[src/rtl/cpm_pkg.sv]
package cpm_pkg;
    // Mode code is {link-off bit, power-down bit} of the mode register
    typedef enum logic [1:0] {
        M_NORMAL = 2'b00,
        M_SLEEP  = 2'b01,
        M_RESET  = 2'b10,
        M_OFF    = 2'b11
    } mode_e;

    typedef struct packed {
        mode_e mode;
        logic  err;
    } mode_st_t;
endpackage

[src/rtl/cpm_pin_filter.sv]
module cpm_pin_filter #(
    parameter int SYNC_STAGES = 2,
    parameter int MIN_LOW     = 2
) (
    input  logic clk,
    input  logic por_n,
    input  logic pin_n,
    output logic rst_req
);
    localparam int CNT_W = $clog2(MIN_LOW + 1);
    localparam logic [CNT_W-1:0] CNT_MAX = CNT_W'(MIN_LOW);

    typedef struct packed {
        logic [SYNC_STAGES-1:0] sync;
        logic [CNT_W-1:0]       cnt;
    } filt_st_t;

    filt_st_t st_d, st_q;

    always_comb begin
        st_d      = st_q;
        st_d.sync = {st_q.sync[SYNC_STAGES-2:0], pin_n};
        if (st_q.sync[SYNC_STAGES-1]) begin
            st_d.cnt = '0;
        end else if (st_q.cnt != CNT_MAX) begin
            st_d.cnt = st_q.cnt + 1'b1;
        end
    end

    always_ff @(posedge clk or negedge por_n) begin
        if (!por_n) begin
            st_q.sync <= '1;
            st_q.cnt  <= '0;
        end else begin
            st_q <= st_d;
        end
    end

    assign rst_req = (st_q.cnt == CNT_MAX);

    // A reset request only exists after the synchronized pin was low
    AST_REQ_NEEDS_LOW: assert property (@(posedge clk) disable iff (!por_n)
        rst_req |-> !$past(st_q.sync[SYNC_STAGES-1]));
endmodule

[src/rtl/cpm_cfg_regs.sv]
module cpm_cfg_regs #(
    parameter int ADDR_W   = 4,
    parameter int DATA_W   = 8,
    parameter int CFG_BASE = 7,
    parameter int CFG_NUM  = 3
) (
    input  logic              clk,
    input  logic              por_n,
    input  logic              rst_req,
    input  logic              lock,
    input  logic              wr_en,
    input  logic [ADDR_W-1:0] wr_addr,
    input  logic [DATA_W-1:0] wr_data,
    input  logic [ADDR_W-1:0] rd_addr,
    output logic              rd_hit,
    output logic [DATA_W-1:0] rd_val,
    output logic              cfg_ok
);
    logic [CFG_NUM-1:0][DATA_W-1:0] cfg_d, cfg_q;

    always_comb begin
        cfg_d  = cfg_q;
        cfg_ok = 1'b1;
        rd_hit = 1'b0;
        rd_val = '0;
        for (int i = 0; i < CFG_NUM; i++) begin
            if (wr_en && !lock && wr_addr == ADDR_W'(CFG_BASE + i)) begin
                cfg_d[i] = wr_data;
            end
            if (cfg_q[i] == '0) begin
                cfg_ok = 1'b0;
            end
            if (rd_addr == ADDR_W'(CFG_BASE + i)) begin
                rd_hit = 1'b1;
                rd_val = cfg_q[i];
            end
        end
    end

    always_ff @(posedge clk or negedge por_n) begin
        if (!por_n) begin
            cfg_q <= '0;
        end else if (rst_req) begin
            cfg_q <= '0;
        end else begin
            cfg_q <= cfg_d;
        end
    end

    AST_LOCKED_CFG_STABLE: assert property (@(posedge clk) disable iff (!por_n || rst_req)
        lock |=> $stable(cfg_q));
endmodule

[src/rtl/cpm_mode_fsm.sv]
module cpm_mode_fsm
    import cpm_pkg::*;
#(
    parameter int DATA_W  = 8,
    parameter int PDN_BIT = 3,
    parameter int PDL_BIT = 4
) (
    input  logic              clk,
    input  logic              por_n,
    input  logic              rst_req,
    input  logic              mode_wr,
    input  logic [DATA_W-1:0] wr_data,
    input  logic              cfg_ok,
    output mode_e             mode,
    output logic              err
);
    mode_st_t st_d, st_q;
    mode_e    req;

    always_comb begin
        st_d = st_q;
        req  = mode_e'({wr_data[PDL_BIT], wr_data[PDN_BIT]});
        if (mode_wr && st_q.mode != M_SLEEP) begin
            if ((req == M_NORMAL || req == M_SLEEP) && !cfg_ok) begin
                st_d.err = 1'b1;
            end else begin
                st_d.mode = req;
            end
        end
    end

    always_ff @(posedge clk or negedge por_n) begin
        if (!por_n) begin
            st_q.mode <= M_RESET;
            st_q.err  <= 1'b0;
        end else if (rst_req) begin
            st_q.mode <= M_RESET;
            st_q.err  <= 1'b0;
        end else begin
            st_q <= st_d;
        end
    end

    assign mode = st_q.mode;
    assign err  = st_q.err;

    AST_NORMAL_GATED: assert property (@(posedge clk) disable iff (!por_n || rst_req)
        (st_q.mode != M_NORMAL && !cfg_ok) |=> (st_q.mode != M_NORMAL));
    AST_SLEEP_GATED: assert property (@(posedge clk) disable iff (!por_n || rst_req)
        (st_q.mode != M_SLEEP && !cfg_ok) |=> (st_q.mode != M_SLEEP));
    AST_SLEEP_HELD: assert property (@(posedge clk) disable iff (!por_n || rst_req)
        (st_q.mode == M_SLEEP) |=> (st_q.mode == M_SLEEP));
    AST_ERR_STICKY: assert property (@(posedge clk) disable iff (!por_n || rst_req)
        st_q.err |=> st_q.err);
endmodule

[src/rtl/codec_pwr_ctrl.sv]
module codec_pwr_ctrl
    import cpm_pkg::*;
#(
    parameter int ADDR_W      = 4,
    parameter int DATA_W      = 8,
    parameter int MODE_ADDR   = 6,
    parameter int CFG_BASE    = 7,
    parameter int CFG_NUM     = 3,
    parameter int PDN_BIT     = 3,
    parameter int PDL_BIT     = 4,
    parameter int SYNC_STAGES = 2,
    parameter int MIN_LOW     = 2
) (
    input  logic              clk,
    input  logic              por_n,
    input  logic              rst_pin_n,
    input  logic              wr_en,
    input  logic [ADDR_W-1:0] wr_addr,
    input  logic [DATA_W-1:0] wr_data,
    input  logic [ADDR_W-1:0] rd_addr,
    output logic [DATA_W-1:0] rd_data,
    output logic              link_en,
    output logic              core_en,
    output logic              ring_en,
    output logic              cfg_err
);
    localparam logic [ADDR_W-1:0] MODE_A = ADDR_W'(MODE_ADDR);

    logic              rst_req;
    logic              cfg_ok;
    logic              rd_hit;
    logic [DATA_W-1:0] rd_val;
    mode_e             mode;

    cpm_pin_filter #(.SYNC_STAGES(SYNC_STAGES), .MIN_LOW(MIN_LOW)) u_filt (
        .clk(clk), .por_n(por_n), .pin_n(rst_pin_n), .rst_req(rst_req)
    );

    cpm_cfg_regs #(.ADDR_W(ADDR_W), .DATA_W(DATA_W), .CFG_BASE(CFG_BASE),
                   .CFG_NUM(CFG_NUM)) u_regs (
        .clk(clk), .por_n(por_n), .rst_req(rst_req),
        .lock(mode == M_SLEEP), .wr_en(wr_en), .wr_addr(wr_addr),
        .wr_data(wr_data), .rd_addr(rd_addr), .rd_hit(rd_hit),
        .rd_val(rd_val), .cfg_ok(cfg_ok)
    );

    cpm_mode_fsm #(.DATA_W(DATA_W), .PDN_BIT(PDN_BIT), .PDL_BIT(PDL_BIT)) u_fsm (
        .clk(clk), .por_n(por_n), .rst_req(rst_req),
        .mode_wr(wr_en && wr_addr == MODE_A), .wr_data(wr_data),
        .cfg_ok(cfg_ok), .mode(mode), .err(cfg_err)
    );

    always_comb begin
        link_en = (mode == M_NORMAL) || (mode == M_SLEEP);
        core_en = (mode == M_NORMAL) || (mode == M_RESET);
        ring_en = (mode != M_OFF);
    end

    always_comb begin
        rd_data = '0;
        if (rd_addr == MODE_A) begin
            rd_data[PDL_BIT] = mode[1];
            rd_data[PDN_BIT] = mode[0];
        end else if (rd_hit) begin
            rd_data = rd_val;
        end
    end

    AST_LINK_OFF_IN_RESET: assert property (@(posedge clk) disable iff (!por_n)
        $past(rst_req) |-> (!link_en && core_en));
    AST_CORE_IMPLIES_RING: assert property (@(posedge clk) disable iff (!por_n)
        core_en |-> ring_en);
endmodule

[config.mk]
export PLATFORM = sky130hd
export DESIGN_NAME = codec_pwr_ctrl
export DESIGN_NICKNAME = d
export VERILOG_FILES = /design/src/rtl/cpm_pkg.sv /design/src/rtl/cpm_pin_filter.sv /design/src/rtl/cpm_cfg_regs.sv /design/src/rtl/cpm_mode_fsm.sv /design/src/rtl/codec_pwr_ctrl.sv
export SDC_FILE = /design/constraint.sdc
export NUM_CORES = 1
export LEC_CHECK = 0
export ABC_AREA = 1
export BUFFER_PORTS_ARGS = -buffer_cell sky130_fd_sc_hd__buf_2
export CAP_MARGIN = 20
export CORE_MARGIN = 5
export CORE_UTILIZATION = 55
export DETAILED_ROUTE_END_ITERATION = 12
export PLACE_DENSITY = 0.82
export SLEW_MARGIN = 20
export SYNTH_ARGS = -nofsm -noshare
export SYNTH_HDL_FRONTEND = slang
export SYNTH_SLANG_ARGS = --single-unit
[constraint.sdc]
create_clock -name clk -period 1.44 [get_ports clk]
set_input_delay 0.288 -clock clk [delete_from_list [all_inputs] [get_ports clk]]
set_output_delay 0.288 -clock clk [all_outputs]
set_load 0.03 [all_outputs]
==> results.json, run 1 <==
{
  "io_pins": 32,
  "cts_max_path_buffers": 2,
  "ys_warn_count": 0,
  "core_sq_um": 3028,
  "cp_slowest_cell": "dfstp_2",
  "violations": "setup timing",
  "grt_usage_pct": 23.05,
  "dpl.hpwl_microns": 2937,
  "fp.dieW_microns": 65.97,
  "path_max_fanout": 3,
  "cpMostUsedCell": "nand4_1",
  "synth_top_area_share_pct": 40.67,
  "core.rowCount": 20,
  "seqCellArea_sq_um": 780.7,
  "antenna_found_initial": 0,
  "fin_crit_ps": 1560,
  "yosysSeqAreaShare_pct": 45.24,
  "cts_tree": "done",
  "nets": 292,
  "dieArea_sq_um": 4352,
  "dr_total_vias": 1646,
  "wl_per_cell_microns": 15.00,
  "finalHoldViolations": 0,
  "ys_types": 27,
  "multi_input_area_sq_um": 983.4,
  "post-place-ws_ps": -169.5,
  "rsz0062_at_grt": "yes",
  "setup_viol_count_final": 30,
  "cp.required_ps": 1150,
  "final_max_slew_viol_count": 0,
  "async_flop_share_pct": 100.0,
  "netlist_instances": 216,
  "yosys.area.top_type": "dfrtp_1",
  "power_density_nw_per_um2": 1528,
  "route.final.wire_length_microns": 4741,
  "grt_pass1_wl_microns": 7493,
  "die_h_microns": 65.97,
  "first_pass_iters": 4,
  "skew_ps": 10.75,
  "synth_area_sq_um": 1723,
  "grt-ovfl-total": 0,
  "ys_ff_latch": 31,
  "cp.arrival_ps": 1270,
  "cts_root_buf": "clkbuf_4",
  "crit_path_max_incr_delay_ps": 570,
  "clk_pin_slew_worst_paths_ps": 100,
  "crit_chain": "nand4_1 -> nand4_1 -> buf_6",
  "hp-class": "in -> reg",
  "numCtsBuffers": 5,
  "drt-initial-drc-count": 73,
  "dpl-instance-area_sq_um": 1979,
  "relSlewSlack_pct": 73.44,
  "crit_type": "reg -> out",
  "initial_core_util_pct": 56.90,
  "drv_cap": 0,
  "area_growth_pct": 45.17,
  "drc": 0,
  "syn-num-nets": 237,
  "synth_edf_count": 0,
  "clock_latency_ps": 340,
  "fill_cells": 199,
  "placedCellCount": 298,
  "synth.most_common_cell": "nand2_1",
  "min_period_over_period_pct": 108.3,
  "ir_drop_uv": 1062,
  "ys.flop_type": "dfrtp_1",
  "timing.fmax_mhz": 641.0,
  "status": "complete, but fails checks",
  "cts.sinks": 31,
  "syn_area_per_cell_sq_um": 7.976,
  "fin_area_sq_um": 2501,
  "htree_num_levels": 2,
  "io_buffer_count": 31,
  "grt_max_degree": 32,
  "grt_pass1_vias": 1665,
  "reg2reg_depth": 7,
  "max_slew.worst_pin.slew_ps": 398.3,
  "netlist_top_cells_area": "dfrtp_1, nand2_1, inv_1, o21ai_2, dfstp_2",
  "start_kind": "flip-flop",
  "worstSetupEndpointType": "output pin",
  "fin_cells": 316,
  "leakagePower_nw": 1.224,
  "drtAntennaViolNets": 0,
  "gp_congestion": 0.9094,
  "drive_above_1_share_pct": 50.00,
  "avgViaCountPerCell": 5.209,
  "synth_common_cells": "nand2_1, inv_1, dfrtp_1",
  "setup_slack_ps": -120.1,
  "diodes": 0,
  "min_path_cells": 1
}
-- cell families after synthesis --
kind of cell	Yosys count	synth area share, %
flip-flops	31	45.24
buffers and inverters	50	12.64
AND/OR/NAND/NOR	101	27.96
AO/OA/AOI/OAI	33	13.43
adder cells (fa/ha/maj)	1	0.7261
-- worst paths after layout --
kind | start | to | slack, ps
max in group asynchronous | por_n | u_filt.st_q[3] | 630
min in group asynchronous | por_n | u_regs.cfg_q[11] | 480
worst min register to register | u_filt.st_d[3] | u_filt.st_q[3] | 360
worst max-delay path | u_fsm.mode[1] | rd_data[4] | -120
worst min-delay path | rst_pin_n | u_filt.st_d[3] | 40
worst max register to register | u_fsm.mode[1] | u_regs.cfg_q[10] | -110
-- power by group --
group,internal [mW],total (mW),switching [mW]
Sequential,1.18,1.41,0.233
Combinational,0.726,1.82,1.10
Clock,0.287,0.589,0.302
Total,2.19,3.82,1.63
-- metrics by stage --
step                TNS, ps  utilization (%)  hold WS (ps)  total power, mW
global route          -3640            82.60         26.22            4.108
global placement     -910.8            65.37         322.7            2.668
detailed placement    -1287            65.37         324.6            2.719
finish                -1669            82.60         41.86            3.821
CTS                  -528.6            75.50         36.38            3.536
floorplan            -142.7                -        -7.591            2.359
-- routing by layer --
metal / up-vias / wire (microns) / global-route usage, %
met1: 779 / 1823 / 27.52
met3: 16 / 294 / 6.633
met4: 0 / 135 / 7.868
li1: 792 / - / -
met5: - / 0 / 0
met2: 59 / 2488 / 39.55
-- placed cells by master, fill, tap and decap left out --
cell	count
nor2_1	13
nand2_4	3
a21oi_1	1
clkbuf_4	5
nand3_2	2
buf_4	15
buf_12	2
nand3_1	3
nand3_4	4
nor4_4	1
buf_2	17
nand2_2	23
nor3_2	1
a211oi_1	1
nand2_8	2
o21ai_1	7
o21ai_2	14
nor2_4	4
buf_6	13
o221ai_4	2
nor2_2	1
inv_1	35
clkbuf_8	2
ha_2	1
dfrtp_2	1
o221ai_2	4
dfrtp_1	27
buf_8	2
dfstp_2	3
o21ai_0	3
a21oi_4	1
nand4_4	1
inv_4	5
nand2_1	38
nand4_1	5
clkbuf_1	1
inv_2	7
dlygate4sd3_1	1
nor3_1	1
-- flip-flops by register name, indices dropped and copies added (netlist names) --
signal and cells:
u_regs.cfg_q 24, u_filt.st_q 3, u_fsm.mode 2, u_filt.st_d 1, u_fsm.err 1
-- repair_timing --
action / in CTS / in global routing
endpoints found under the hold margin: 28 / 0
gates cloned: 0 / 1
endpoints found under the setup margin: 18 / 38
hold buffers: 1 / 0
pin swaps: 12 / 15
resized for setup: 56 / 51
setup buffers: 4 / 6
-- critical path, delay by kind of cell, from the launching register on --
family	cells	cell delay, ps
and+or+nand+nor	2	210
DFF	1	570
buffers and inverters	1	140
-- area by class of cell --
cell class              instances  area share [%]
clock buffers                   8           2.751
inverters                      47           7.554
multi-input cells             136           39.32
flip-flops and latches         31           31.22
well taps                      44           2.201
repair buffers                 50           16.96
No activity file was read; power rests on OpenSTA's default activity.
==> run 2, diff against run 1 <==
Clock period 1.44 ns to 1.5 ns, I/O delays scaled along.
==> run 2 against run 1 <==
Against the previous run:
- the run still ends with setup timing left
- sequential share of layout area increased by 1.3 points
- via count decreased by 4.5%
- wire length decreased by 8.0%
- clock skew decreased by 6.0 ps
- design area decreased by 3.9%
- flip-flop and latch count unchanged
- register-to-register slack improved by 130 ps
- non-clock buffer count decreased by 4
- largest cell class unchanged
==> results.json, run 2 (synthesis gave the netlist of run 1 again) <==
{
  "status": "complete, but fails checks",
  "violations": "setup timing",
  "cts_max_path_buffers": 2,
  "cts_root_buf": "clkbuf_4",
  "path_max_fanout": 2,
  "die_h_microns": 65.97,
  "core.rowCount": 20,
  "pwr-share-clk_pct": 16.1,
  "max_flop_register": "u_regs.cfg_q",
  "crit_path_max_incr_delay_ps": 550,
  "dieArea_sq_um": 4352,
  "first_pass_iters": 4,
  "drt-initial-drc-count": 58,
  "drive_above_1_share_pct": 42.91,
  "core_sq_um": 3028,
  "power.total_mw": 3.451,
  "wl_per_cell_microns": 13.98,
  "min_path_cells": 1,
  "nets": 288,
  "crit_chain": "nand4_1 -> nand4_1 -> buf_6",
  "hp-class": "in -> reg",
  "setup_viol_count_final": 3,
  "whs_ps": 53.35,
  "drtAntennaViolNets": 0,
  "reg2reg_depth": 9,
  "final_max_slew_viol_count": 0,
  "relSlewSlack_pct": 73.73,
  "skew_ps": 4.744,
  "min_period_over_period_pct": 102.4,
  "largest_reg_flops": 24,
  "cp_slowest_cell": "dfstp_2",
  "route.final.wire_length_microns": 4363,
  "avgViaCountPerCell": 5.038,
  "dr_total_vias": 1572,
  "gp_congestion": 0.8995,
  "fp.dieW_microns": 65.97,
  "leakagePower_nw": 1.182,
  "clk_pin_slew_worst_paths_ps": 90,
  "grt-ovfl-total": 0,
  "cp.required_ps": 1200,
  "grt_usage_pct": 20.62,
  "final_cell_mix": "nand2_1, inv_1, dfrtp_1, nand2_2, buf_2",
  "rsz0062_at_grt": "yes",
  "worstSetupEndpointType": "output pin",
  "setup_slack_ps": -36.07,
  "cpMostUsedCell": "nand4_1",
  "largestRegisters": "u_regs.cfg_q (24), u_filt.st_q (3), u_fsm.mode (2)",
  "max_slew.worst_pin.slew_ps": 394.0,
  "diodes": 0,
  "fin_crit_ps": 1536,
  "seqPwrFrac_pct": 38.9,
  "p_comb_share_pct": 45.0,
  "io_pins": 32,
  "crit_type": "reg -> out",
  "p_int_mw": 1.997,
  "drc": 0,
  "grt_max_degree": 32,
  "sw_frac_of_total_pct": 42.12,
  "htree_num_levels": 2,
  "post-place-ws_ps": -92.14,
  "finalHoldViolations": 0,
  "cts.sinks": 31,
  "ir_drop_uv": 1022,
  "power_density_nw_per_um2": 1436,
  "layout_commonest_cell": "nand2_1",
  "dpl.hpwl_microns": 2823,
  "grt_pass1_wl_microns": 6789,
  "dpl-instance-area_sq_um": 1944,
  "clock_latency_ps": 340,
  "initial_core_util_pct": 56.90,
  "grt_pass1_vias": 1509,
  "timing.fmax_mhz": 651.0,
  "drv_cap": 0,
  "cts_tree": "done",
  "numCtsBuffers": 5,
  "p_switching_mw": 1.454,
  "antenna_found_initial": 0,
  "cp.arrival_ps": 1240,
  "start_kind": "flip-flop",
  "fin_area_sq_um": 2404,
  "fill_cells": 216,
  "area_growth_pct": 39.51,
  "io_buffer_count": 31
}
==> run 2: changes by cell type in the layout (fill, tap and decap cells not counted), sizes merged <==
cell,delta
buf,-4
==> run 2: per-layer routing <==
layer / routed length (microns) / GRT usage [%] / vias to the layer above
met5: 0 / 0 / -
met4: 60 / 6.345 / 0
met3: 293 / 6.463 / 8
met2: 2256 / 35.29 / 45
met1: 1753 / 24.65 / 735
li1: - / - / 784
==> run 2: path summary, 6_finish.rpt <==
| kind | startpoint | endpoint | slack [ps] |
|---|---|---|---|
| min in group asynchronous | por_n | u_regs.cfg_q[11] | 510 |
| max in group asynchronous | por_n | u_filt.st_q[3] | 670 |
| setup reg to reg | u_fsm.mode[1] | u_regs.cfg_q[1] | 20 |
| hold reg to reg | u_filt.st_d[3] | u_filt.st_q[3] | 360 |
| setup / recovery | u_fsm.mode[1] | rd_data[4] | -40 |
| hold / removal | rst_pin_n | u_filt.st_d[3] | 50 |
==> run 2: layout make-up <==
cell class | instances | area [sq um] | area share (%)
Clock buffer | 8 | 68.82 | 2.863
Inverter | 47 | 196.4 | 8.173
Multi-Input combinational cell | 136 | 917.1 | 38.16
Sequential cell | 31 | 780.7 | 32.48
Tap cell | 44 | 55.05 | 2.290
Timing Repair Buffer | 46 | 385.4 | 16.03
==> run 2: metrics by stage <==
stage                     cells  TNS (ps)  util [%]
after CTS                   306    -34.93     71.78
after global routing        312    -743.7     79.38
after global placement      295    -576.0     64.21
final                       312    -52.30     79.38
after detailed placement    295    -610.0     64.21
after floorplan             216         0         -
==> run 2: power groups by stage <==
stage          clock network (mW)  logic (mW)  registers [mW]
3_3_place_gp                    0        1.19            1.31
4_1_cts                     0.563        1.35            1.31
3_5_place_dp                    0        1.22            1.33
2_1_floorplan                   0       0.975            1.29
6_report                    0.557        1.55            1.34
5_1_grt                     0.607        1.73            1.37
==> run 2: critical path: cells and delay by family, from the launching register on <==
| family | cells | cell delay, ps |
|---|---|---|
| buffers and inverters | 1 | 140 |
| flip-flops | 1 | 550 |
| AND/OR/NAND/NOR | 2 | 200 |
==> run 2: repair_timing <==
item / 4_1_cts / 5_1_grt
endpoints found under the hold margin: 28 / 0
buffers inserted: 2 / 5
gates resized for setup: 37 / 47
gates cloned: 0 / 1
endpoints found under the setup margin: 10 / 33
pin swaps: 5 / 7
hold buffers: 1 / 0
